<file path="src/rtl/gray_step_pkg.sv">
package gray_step_pkg;

    typedef enum logic {
        DIR_BACK = 1'b0,
        DIR_FWD  = 1'b1
    } step_dir_e;

endpackage

</file>
<file path="src/rtl/gray_step_next.sv">
module gray_step_next #(
    parameter int WIDTH = 3
) (
    input  logic [WIDTH-1:0]          cur_i,
    input  gray_step_pkg::step_dir_e  dir_i,
    output logic [WIDTH-1:0]          nxt_o
);
    logic [WIDTH-1:0] ord_w;
    logic [WIDTH-1:0] ord_step_w;

    // Gray to ordinal: a running XOR from the top bit down
    assign ord_w[WIDTH-1] = cur_i[WIDTH-1];
    generate
        for (genvar i = WIDTH - 2; i >= 0; i--) begin : g_ord
            assign ord_w[i] = ord_w[i+1] ^ cur_i[i];
        end
    endgenerate

    always_comb begin
        if (dir_i == gray_step_pkg::DIR_FWD) begin
            ord_step_w = ord_w + WIDTH'(1);
        end else begin
            ord_step_w = ord_w - WIDTH'(1);
        end
    end

    // ordinal back to reflected Gray
    assign nxt_o = ord_step_w ^ (ord_step_w >> 1);
endmodule

</file>
<file path="src/rtl/gray_step_term.sv">
module gray_step_term #(
    parameter int WIDTH = 3
) (
    input  logic [WIDTH-1:0]          cur_i,
    input  gray_step_pkg::step_dir_e  dir_i,
    output logic                      term_o
);
    localparam logic [WIDTH-1:0] LAST_FWD  = {1'b1, {(WIDTH-1){1'b0}}};
    localparam logic [WIDTH-1:0] LAST_BACK = '0;

    always_comb begin
        if (dir_i == gray_step_pkg::DIR_FWD) begin
            term_o = (cur_i == LAST_FWD);
        end else begin
            term_o = (cur_i == LAST_BACK);
        end
    end
endmodule

</file>
<file path="src/rtl/gray_step_ctr.sv">
module gray_step_ctr #(
    parameter int WIDTH = 3
) (
    input  logic             clk,
    input  logic             srst,
    input  logic             dir_up,
    output logic [WIDTH-1:0] code_o,
    output logic             term_o
);
    typedef struct packed {
        logic [WIDTH-1:0] code;
    } ctr_state_t;

    ctr_state_t               st_d;
    ctr_state_t               st_q;
    gray_step_pkg::step_dir_e dir_w;
    logic [WIDTH-1:0]         step_w;

    assign dir_w = gray_step_pkg::step_dir_e'(dir_up);

    gray_step_next #(.WIDTH(WIDTH)) u_next (
        .cur_i (st_q.code),
        .dir_i (dir_w),
        .nxt_o (step_w)
    );

    gray_step_term #(.WIDTH(WIDTH)) u_term (
        .cur_i  (st_q.code),
        .dir_i  (dir_w),
        .term_o (term_o)
    );

    always_comb begin
        st_d = st_q;
        if (srst) begin
            st_d.code = '0;
        end else begin
            st_d.code = step_w;
        end
    end

    always_ff @(posedge clk) begin
        st_q <= st_d;
    end

    assign code_o = st_q.code;
endmodule

</file>
<file path="config.mk">
export PLATFORM = sky130hd
export DESIGN_NAME = gray_step_ctr
export DESIGN_NICKNAME = d
export VERILOG_FILES = /design/src/rtl/gray_step_pkg.sv /design/src/rtl/gray_step_next.sv /design/src/rtl/gray_step_term.sv /design/src/rtl/gray_step_ctr.sv
export SDC_FILE = /design/constraint.sdc
export NUM_CORES = 1
export LEC_CHECK = 0
export BUFFER_PORTS_ARGS = -buffer_cell sky130_fd_sc_hd__buf_4
export CAP_MARGIN = 10
export CORE_AREA = 5 5 42 44
export CTS_BUF_LIST = sky130_fd_sc_hd__clkbuf_4 sky130_fd_sc_hd__clkbuf_8
export DETAILED_ROUTE_END_ITERATION = 10
export DIE_AREA = 0 0 47 49
export GPL_TIMING_DRIVEN = 0
export MAX_ROUTING_LAYER = met4
export PLACE_DENSITY_LB_ADDON = 0.3
export SKIP_CTS_REPAIR_TIMING = 1
export SLEW_MARGIN = 20
export SYNTH_ARGS = -nofsm -noshare
export SYNTH_HDL_FRONTEND = slang
export SYNTH_SLANG_ARGS = --single-unit
export TNS_END_PERCENT = 100
</file>
<file path="constraint.sdc">
create_clock -name clk -period 2.15 [get_ports clk]
set_input_delay 0.215 -clock clk [delete_from_list [all_inputs] [get_ports clk]]
set_output_delay 0.215 -clock clk [all_outputs]
set_load 0.02 [all_outputs]
</file>
==> results of run 1 <==
==> layer usage <==
metal	routed length, um	vias up
met1	147	55
met5	0	-
met3	73	4
met2	124	9
li1	-	67
met4	25	0
==> final cells by class <==
| class | count | area (um^2) | area share |
|---|---|---|---|
| tap | 16 | 20.0 | 0.0865 |
| clock buffer | 4 | 30.0 | 0.130 |
| multi-input combinational | 11 | 76.3 | 0.330 |
| sequential | 3 | 60.1 | 0.259 |
| timing repair buffer | 6 | 45.0 | 0.195 |
==> worst min-delay path by stage <==
stage,startpoint,to
CTS,srst,code_o[1]
detailed placement,srst,code_o[1]
floorplan,srst,code_o[1]
global placement,srst,code_o[1]
global route,srst,code_o[1]
finish,srst,code_o[1]
==> worst max-delay path, delay by kind of cell (launching register included) <==
| kind | cells | cell delay, ns |
|---|---|---|
| flops | 1 | 0.40 |
| xor+xnor | 1 | 0.16 |
| simple gates | 1 | 0.15 |
| buf+inv | 1 | 0.13 |
==> power by group through the flow <==
stage | logic [W] | registers, W | clock network (W)
2_1_floorplan | 0.0000436 | 0.0000967 | 0
5_1_grt | 0.000102 | 0.0000855 | 0.000124
6_report | 0.0000955 | 0.0000835 | 0.000113
3_3_place_gp | 0.0000939 | 0.0000829 | 0
3_5_place_dp | 0.0000972 | 0.0000844 | 0
4_1_cts | 0.0000972 | 0.0000836 | 0.000120
==> per-stage QoR <==
step                      total power [W]  worst slack, ns
final                            0.000292            0.854
after global routing             0.000312            0.785
after CTS                        0.000301            0.820
after detailed placement         0.000182             1.08
after global placement           0.000177             1.13
after floorplan                  0.000140             1.05
==> layout by cell type (no fill, tap or decap) <==
| cell | synthesis | routed |
|---|---|---|
| a211oi_1 | 1 | 1 |
| and2_1 | 1 | 1 |
| buf_4 | 0 | 6 |
| clkbuf_4 | 0 | 4 |
| dfxtp_1 | 3 | 3 |
| mux2_4 | 1 | 1 |
| nand2_1 | 1 | 1 |
| nor2_1 | 3 | 3 |
| nor2b_1 | 1 | 1 |
| o2bb2ai_1 | 1 | 1 |
| xnor2_1 | 2 | 2 |
==> kinds of logic (layout without fill, tap and decap cells) <==
logic type | count (synthesis) | in the layout
compound gates | 2 | 2
xor+xnor | 2 | 2
buf+inv | 0 | 10
flops | 3 | 3
mux | 1 | 1
simple gates | 6 | 6
==> cell usage after synthesis <==
master,number,share of area
and2_1,1,0.046
xnor2_1,2,0.13
nor2_1,3,0.083
a211oi_1,1,0.055
o2bb2ai_1,1,0.064
mux2_4,1,0.11
nor2b_1,1,0.046
nand2_1,1,0.027
dfxtp_1,3,0.44
==> results_dict.tcl, run 1 <==
set metrics [dict create \
    areaGrowthSynthToFinish_pct 69.7 \
    antenna_left 0 \
    switching_power_w 0.0000931 \
    final_area_um2 231 \
    core_um2 1400 \
    dieArea_um2 2300 \
    yosys_warnings 0 \
    regToRegSetupSlack_ns 1.14 \
    cts_sinks 3 \
    outcome "complete, no violations" \
    gp_congestion 0.708 \
    grt_busiest_layer "met4" \
    min_path_cells 2 \
    grt_usage 0.0469 \
    drt_iter0_drc 0 \
    cpPeakStageDelay_ns 0.40 \
    port_buffers 6 \
    setup_viol 0 \
    gr-total-overflow 0 \
    io_pins 7 \
    muxShareOfSynthArea 0.110 \
    hold_class "input pin to flop" \
    fmax_mhz 771 \
    dpl-instance-area_um2 201 \
    leakage_nw 0.0989 \
    avgRoutedWirePerCell_um 9.28 \
    routed_wl_um 371 \
    cp.required_ns 1.93 \
    cts_buffer_depth 2 \
    insertion_delay_ns 0.24 \
    endpoint_kind "output port" \
    cts_root_buf "clkbuf_4" \
    filler_cell_count 168 \
    maxCapViolCount 0 \
    synthCells 14 \
    worst_slew_pin_slew_ns 0.261 \
    switching_share 0.319 \
    finalSetupTns_ns 0 \
    netlist-cell-type-count 9 \
    grt_start_max_net_pins 6 \
    use_met3 0.0480 \
    drc 0 \
    placed_cells_incl_taps 36 \
    cts_max_level 1 \
    crit_type "flop to output port" \
    path_clk_slew_ns 0.04 \
    finalMaxSlewViolations 0 \
    drtPass1Iterations 1 \
    critPathSlowestCell "dfxtp_1" \
    drive_above_1_share 0.458 \
    endpoint "term_o" \
    rsz0062_at_grt "false" \
    power_frac_comb 0.327 \
    r2r_end "code_o[0]" \
    crit_arrival_ns 1.08 \
    die_h_um 49 \
    cts_tree "done" \
    synth_top_family_by_area "simple AND/OR/NAND/NOR gates" \
    cts-buffers-inserted 3 \
    startpoint "code_o[2]" \
    powerDensity_nw_per_um2 1260 \
    largest_reg_flops 3 \
    placementRows 14 \
    synth_compound_area_frac 0.119 \
    r2r-start "code_o[1]" \
    reg2reg_depth 2 \
    yosys.area_share.simple 0.202 \
    yosys.area_share.adder 0 \
    ir_drop_uv 189 \
    synth_nets 17 \
    crit_chain "xnor2_1 -> and2_1 -> buf_4" \
    fp.dieW_um 47 \
    met1_usage 0.0417 \
    antenna_found_initial 0 \
    synth_seq_cells 3 \
    critical_path.max_fanout 5 \
    diodes 0 \
    vias_per_cell 3.38 \
    syn_area_per_cell_um2 9.74 \
    period_minus_slack_ns 1.30 \
    vias 135 \
    start_util 0.0973 \
    max_slew_margin 0.825 \
    sequentialPowerShare 0.285 \
    grt_pass1_wl_um 558 \
    finish.net_count 28 \
    grt_use_met2 0.0339 \
    setup.worst_path.start_class "flop" \
    synth.cell_area_um2 136 \
    hold_violations 0 \
    utilization 0.165 \
    synth_seq_area_share 0.440 \
    clkPwrFrac 0.388 \
    fin_crit_sh 0.603 \
    intPower_w 0.000199 \
    synthXorXnorAreaFrac 0.128 \
    stdcell_count 40 \
    finalClockSkew_ns 0.000692 \
    holdWs_ns 0.176 \
    grt_pass1_vias 137 \
]
No activity file was read; power rests on OpenSTA's default activity.
==> inputs of run 2 (changes only) <==
- clock period: 2.15 -> 1.25 ns (I/O delays scaled with it)
==> run 2 against run 1 <==
  * Sequential share of layout area up 0.40 points
  * Cell count unchanged
  * Worst hold slack worse by 0.090 ns
  * Final area up 0.54%
  * Sequential cell count unchanged
  * Clock power up 73%
  * Global-route usage unchanged
  * Critical path depth unchanged
  * First-iteration DRC count unchanged
  * Worst setup slack worse by 0.76 ns
  * Highest routed layer unchanged
==> results_dict.tcl, run 2 (same netlist as run 1, synthesis figures left out) <==
set metrics [dict create \
    outcome "complete, no violations" \
    period_minus_slack_ns 1.16 \
    sequentialPowerShare 0.288 \
    drive_above_1_share 0.500 \
    clkPwrFrac 0.387 \
    worst_slew_pin_slew_ns 0.261 \
    diodes 0 \
    cts-buffers-inserted 3 \
    switching_power_w 0.000160 \
    holdPathEnd "code_o[1]" \
    holdWs_ns 0.0859 \
    fin_crit_sh 0.927 \
    power_frac_comb 0.326 \
    areaGrowthSynthToFinish_pct 70.6 \
    cp.required_ns 1.12 \
    min_path_cells 2 \
    grt_pass1_vias 137 \
    placementRows 14 \
    vias_per_cell 3.38 \
    utilization 0.166 \
    critPathSlowestCell "dfxtp_2" \
    grt_start_max_net_pins 6 \
    fp.dieW_um 47 \
    reg2reg_depth 2 \
    drtPass1Iterations 1 \
    grt_pass1_wl_um 558 \
    cts_tree "done" \
    crit_chain "xnor2_1 -> and2_1 -> buf_4" \
    intPower_w 0.000345 \
    r2r-start "code_o[1]" \
    hold_violations 0 \
    cts_sinks 3 \
    io_pins 7 \
    leakage_nw 0.0992 \
    max_slew_margin 0.825 \
    rsz0062_at_grt "false" \
    crit_arrival_ns 1.03 \
    final_common_cell "buf_4" \
    vias 135 \
    avgRoutedWirePerCell_um 9.28 \
    routed_wl_um 371 \
    fmax_mhz 863 \
    switching_share 0.317 \
    r2r_end "code_o[0]" \
    worstHoldStart "srst" \
    startpoint "code_o[2]" \
    port_buffers 6 \
    antenna_left 0 \
    finish.net_count 28 \
    setup_viol 0 \
    final_cell_mix "6 x buf_4, 4 x clkbuf_4, 3 x nor2_1" \
    insertion_delay_ns 0.24 \
    hold_class "input pin to flop" \
    die_h_um 49 \
    cpPeakStageDelay_ns 0.33 \
    cts_max_level 1 \
    finalMaxSlewViolations 0 \
    endpoint_kind "output port" \
    ir_drop_uv 325 \
    finalSetupTns_ns 0 \
    cts_buffer_depth 2 \
    crit_type "flop to output port" \
    critical_path.max_fanout 5 \
    grt_usage 0.0469 \
    gr-total-overflow 0 \
    path_clk_slew_ns 0.04 \
    dieArea_um2 2300 \
    cts_root_buf "clkbuf_4" \
    gp_congestion 0.708 \
    finalClockSkew_ns 0.000692 \
    antenna_found_initial 0 \
    powerDensity_nw_per_um2 2170 \
    largest_reg_flops 3 \
    regToRegSetupSlack_ns 0.24 \
    drc 0 \
    core_um2 1400 \
    drt_iter0_drc 0 \
    setup.worst_path.start_class "flop" \
    maxCapViolCount 0 \
    start_util 0.0973 \
]
[run 2: cell counts in the layout (fill, tap and decap cells not counted)]
Identical to the previous run, type by type.
[run 2: layout make-up]
class                           count  area (um^2)
Tap cell                           16         20.0
Timing Repair Buffer                6         45.0
Multi-Input combinational cell     11         76.3
Fill cell                         167         1170
Clock buffer                        4         30.0
Sequential cell                     3         61.3
[run 2: worst max path at each step]
| stage | cells past startpoint | end | slack [ns] |
|---|---|---|---|
| finish | 3 | term_o | 0.09 |
| global route | 3 | term_o | 0.02 |
| CTS | 3 | term_o | 0.01 |
| detailed placement | 2 | code_o[0] | 0.22 |
| global placement | 2 | code_o[0] | 0.29 |
| floorplan | 2 | code_o[0] | 0.18 |
[run 2: layer usage]
layer	part of all wire	GRT usage	vias up	routed length, um
met2	0.33	0.0339	9	124
met5	0	-	-	0
met1	0.40	0.0417	55	147
met4	0.067	0.0829	0	25
li1	-	-	67	-
met3	0.20	0.0480	4	73
[run 2: power by group through the flow]
stage          clock (W)  combinational [W]  sequential, W
5_1_grt         0.000214           0.000175       0.000149
2_1_floorplan          0          0.0000751       0.000166
4_1_cts         0.000207           0.000167       0.000144
6_report        0.000195           0.000164       0.000145
3_3_place_gp           0           0.000162       0.000143
3_5_place_dp           0           0.000167       0.000145
[run 2: per-stage QoR]
step	setup slack (ns)	cells	total power [W]	instance area, um^2
2_1_floorplan	0.182	14	0.000241	136
3_3_place_gp	0.287	36	0.000304	201
3_5_place_dp	0.223	36	0.000312	201
4_1_cts	0.0105	40	0.000518	231
5_1_grt	0.0166	40	0.000538	233
6_report	0.0914	40	0.000505	233
[run 2: worst max-delay path: cells and delay by family, from the launching register on]
family | cells | cell delay (ns)
XOR/XNOR | 1 | 0.18
buffers and inverters | 1 | 0.13
flip-flops | 1 | 0.33
AND/OR/NAND/NOR | 1 | 0.15
==> inputs of run 3 (changes only) <==
- CTS_BUF_LIST: sky130_fd_sc_hd__clkbuf_4 sky130_fd_sc_hd__clkbuf_8 -> sky130_fd_sc_hd__clkbuf_16
- clock period: 1.25 -> 0.9 ns (I/O delays scaled with it)
==> run 3 against run 2 <==
  * The flow now finishes with violations (setup timing)
  * Wire length is 12% higher
  * Combinational power rose by 65%
  * Core utilization grew 6.1 points
  * Register-to-register slack worse by 0.31 ns
  * Non-clock buffer count unchanged
  * Cell count unchanged
  * Highest routed layer unchanged
  * Sequential share of layout area down 5.1 points
  * Via count increased by 3.0%
  * Worst hold slack got worse by 0.035 ns
  * Count of clock-buffer cells in the layout is 1 lower
==> results_dict.tcl, run 3 (same netlist as run 1, synthesis figures left out) <==
set metrics [dict create \
    outcome "complete, but fails checks" \
    violations "setup timing" \
    hold_violations 0 \
    crit_arrival_ns 0.99 \
    ir_drop_uv 639 \
    powerDensity_nw_per_um2 3760 \
    cts_tree "done" \
    grt_pass1_vias 156 \
    cts-buffers-inserted 3 \
    path_clk_slew_ns 0.03 \
    rsz0062_at_grt "true" \
    placed_cells_incl_taps 36 \
    setup_ws_ns -0.179 \
    vias 139 \
    holdWs_ns 0.0512 \
    final_cell_mix "5 x buf_4, 3 x nor2_1, 3 x clkbuf_16" \
    stdcell_count 40 \
    diodes 0 \
    vias_per_cell 3.48 \
    gr-total-overflow 0 \
    finalMaxSlewViolations 0 \
    maxCapViolCount 0 \
    cts_max_level 1 \
    placementRows 14 \
    leakage_nw 0.137 \
    drt_iter0_drc 1 \
    hold_class "input pin to flop" \
    finalClockSkew_ns 0.00146 \
    final_common_cell "buf_4" \
    fin_crit_sh 1.20 \
    cp.required_ns 0.81 \
    antenna_found_initial 0 \
    critical_path.max_fanout 5 \
    grt_usage 0.0476 \
    drive_above_1_share 0.583 \
    grt_start_max_net_pins 6 \
    finish.net_count 28 \
    routed_wl_um 415 \
    drc 0 \
    insertion_delay_ns 0.23 \
    die_h_um 49 \
    period_minus_slack_ns 1.08 \
    port_buffers 6 \
    cts_buffer_depth 2 \
    antenna_left 0 \
    avgRoutedWirePerCell_um 10.4 \
    worst_slew_pin_slew_ns 0.166 \
    finalSetupTns_ns -0.247 \
    cts_sinks 3 \
    gp_congestion 0.704 \
    grt_pass1_wl_um 614 \
    drtPass1Iterations 2 \
    crit_type "flop to output port" \
    core_um2 1400 \
    setup.worst_path.start_class "flop" \
    dieArea_um2 2300 \
    filler_cell_count 157 \
    endpoint_kind "output port" \
    setup_viol 2 \
    start_util 0.0973 \
    max_slew_margin 0.889 \
    largest_reg_flops 3 \
    cts_root_buf "clkbuf_16" \
    io_pins 7 \
    fmax_mhz 926 \
    areaGrowthSynthToFinish_pct 133 \
    fp.dieW_um 47 \
]
[run 3: cell type report]
class | count | area, um^2 | share of cell area
well taps | 16 | 20.0 | 0.0630
clock inverters | 1 | 3.75 | 0.0118
flip-flops and latches | 3 | 67.6 | 0.213
clock buffers | 3 | 75.1 | 0.236
repair buffers | 6 | 48.8 | 0.154
multi-input cells | 11 | 103 | 0.323
[run 3: layer usage]
layer,GRT usage,part of all wire,vias to the layer above
met4,0.0553,0.036,0
met2,0.0475,0.44,10
met3,0.0590,0.18,2
met5,-,0,-
met1,0.0373,0.33,60
li1,-,-,67
[run 3: report_power, final]
| group | internal [W] | total, W | leakage [nW] | switching, W |
|---|---|---|---|---|
| sequential | 0.000173 | 0.000221 | 0.0262 | 0.0000481 |
| clock | 0.000574 | 0.000702 | 0.0423 | 0.000129 |
| combinational | 0.000152 | 0.000271 | 0.0683 | 0.000119 |
[run 3: path summary, 6_finish.rpt]
check | start | end | slack (ns) | cells past startpoint
worst max-delay path | code_o[2] | term_o | -0.18 | 3
worst max register to register | code_o[1] | code_o[0] | -0.07 | 2
worst min register to register | code_o[0] | code_o[2] | 0.51 | 2
worst min-delay path | srst | code_o[1] | 0.05 | 2
[run 3: through the flow]
stage	util	setup slack (ns)	total power [W]	area, um^2
global placement	0.151	-0.00221	0.000437	211
global route	0.227	-0.235	0.00124	318
detailed placement	0.151	-0.0203	0.000447	211
CTS	0.207	-0.225	0.00116	290
finish	0.227	-0.179	0.00119	318
floorplan	-	-0.0580	0.000349	146
[run 3: worst max-delay path: stages, from the launching register on]
cell     delay [ns]
dfxtp_4        0.35
xnor2_2        0.14
and2_1         0.16
buf_6          0.12
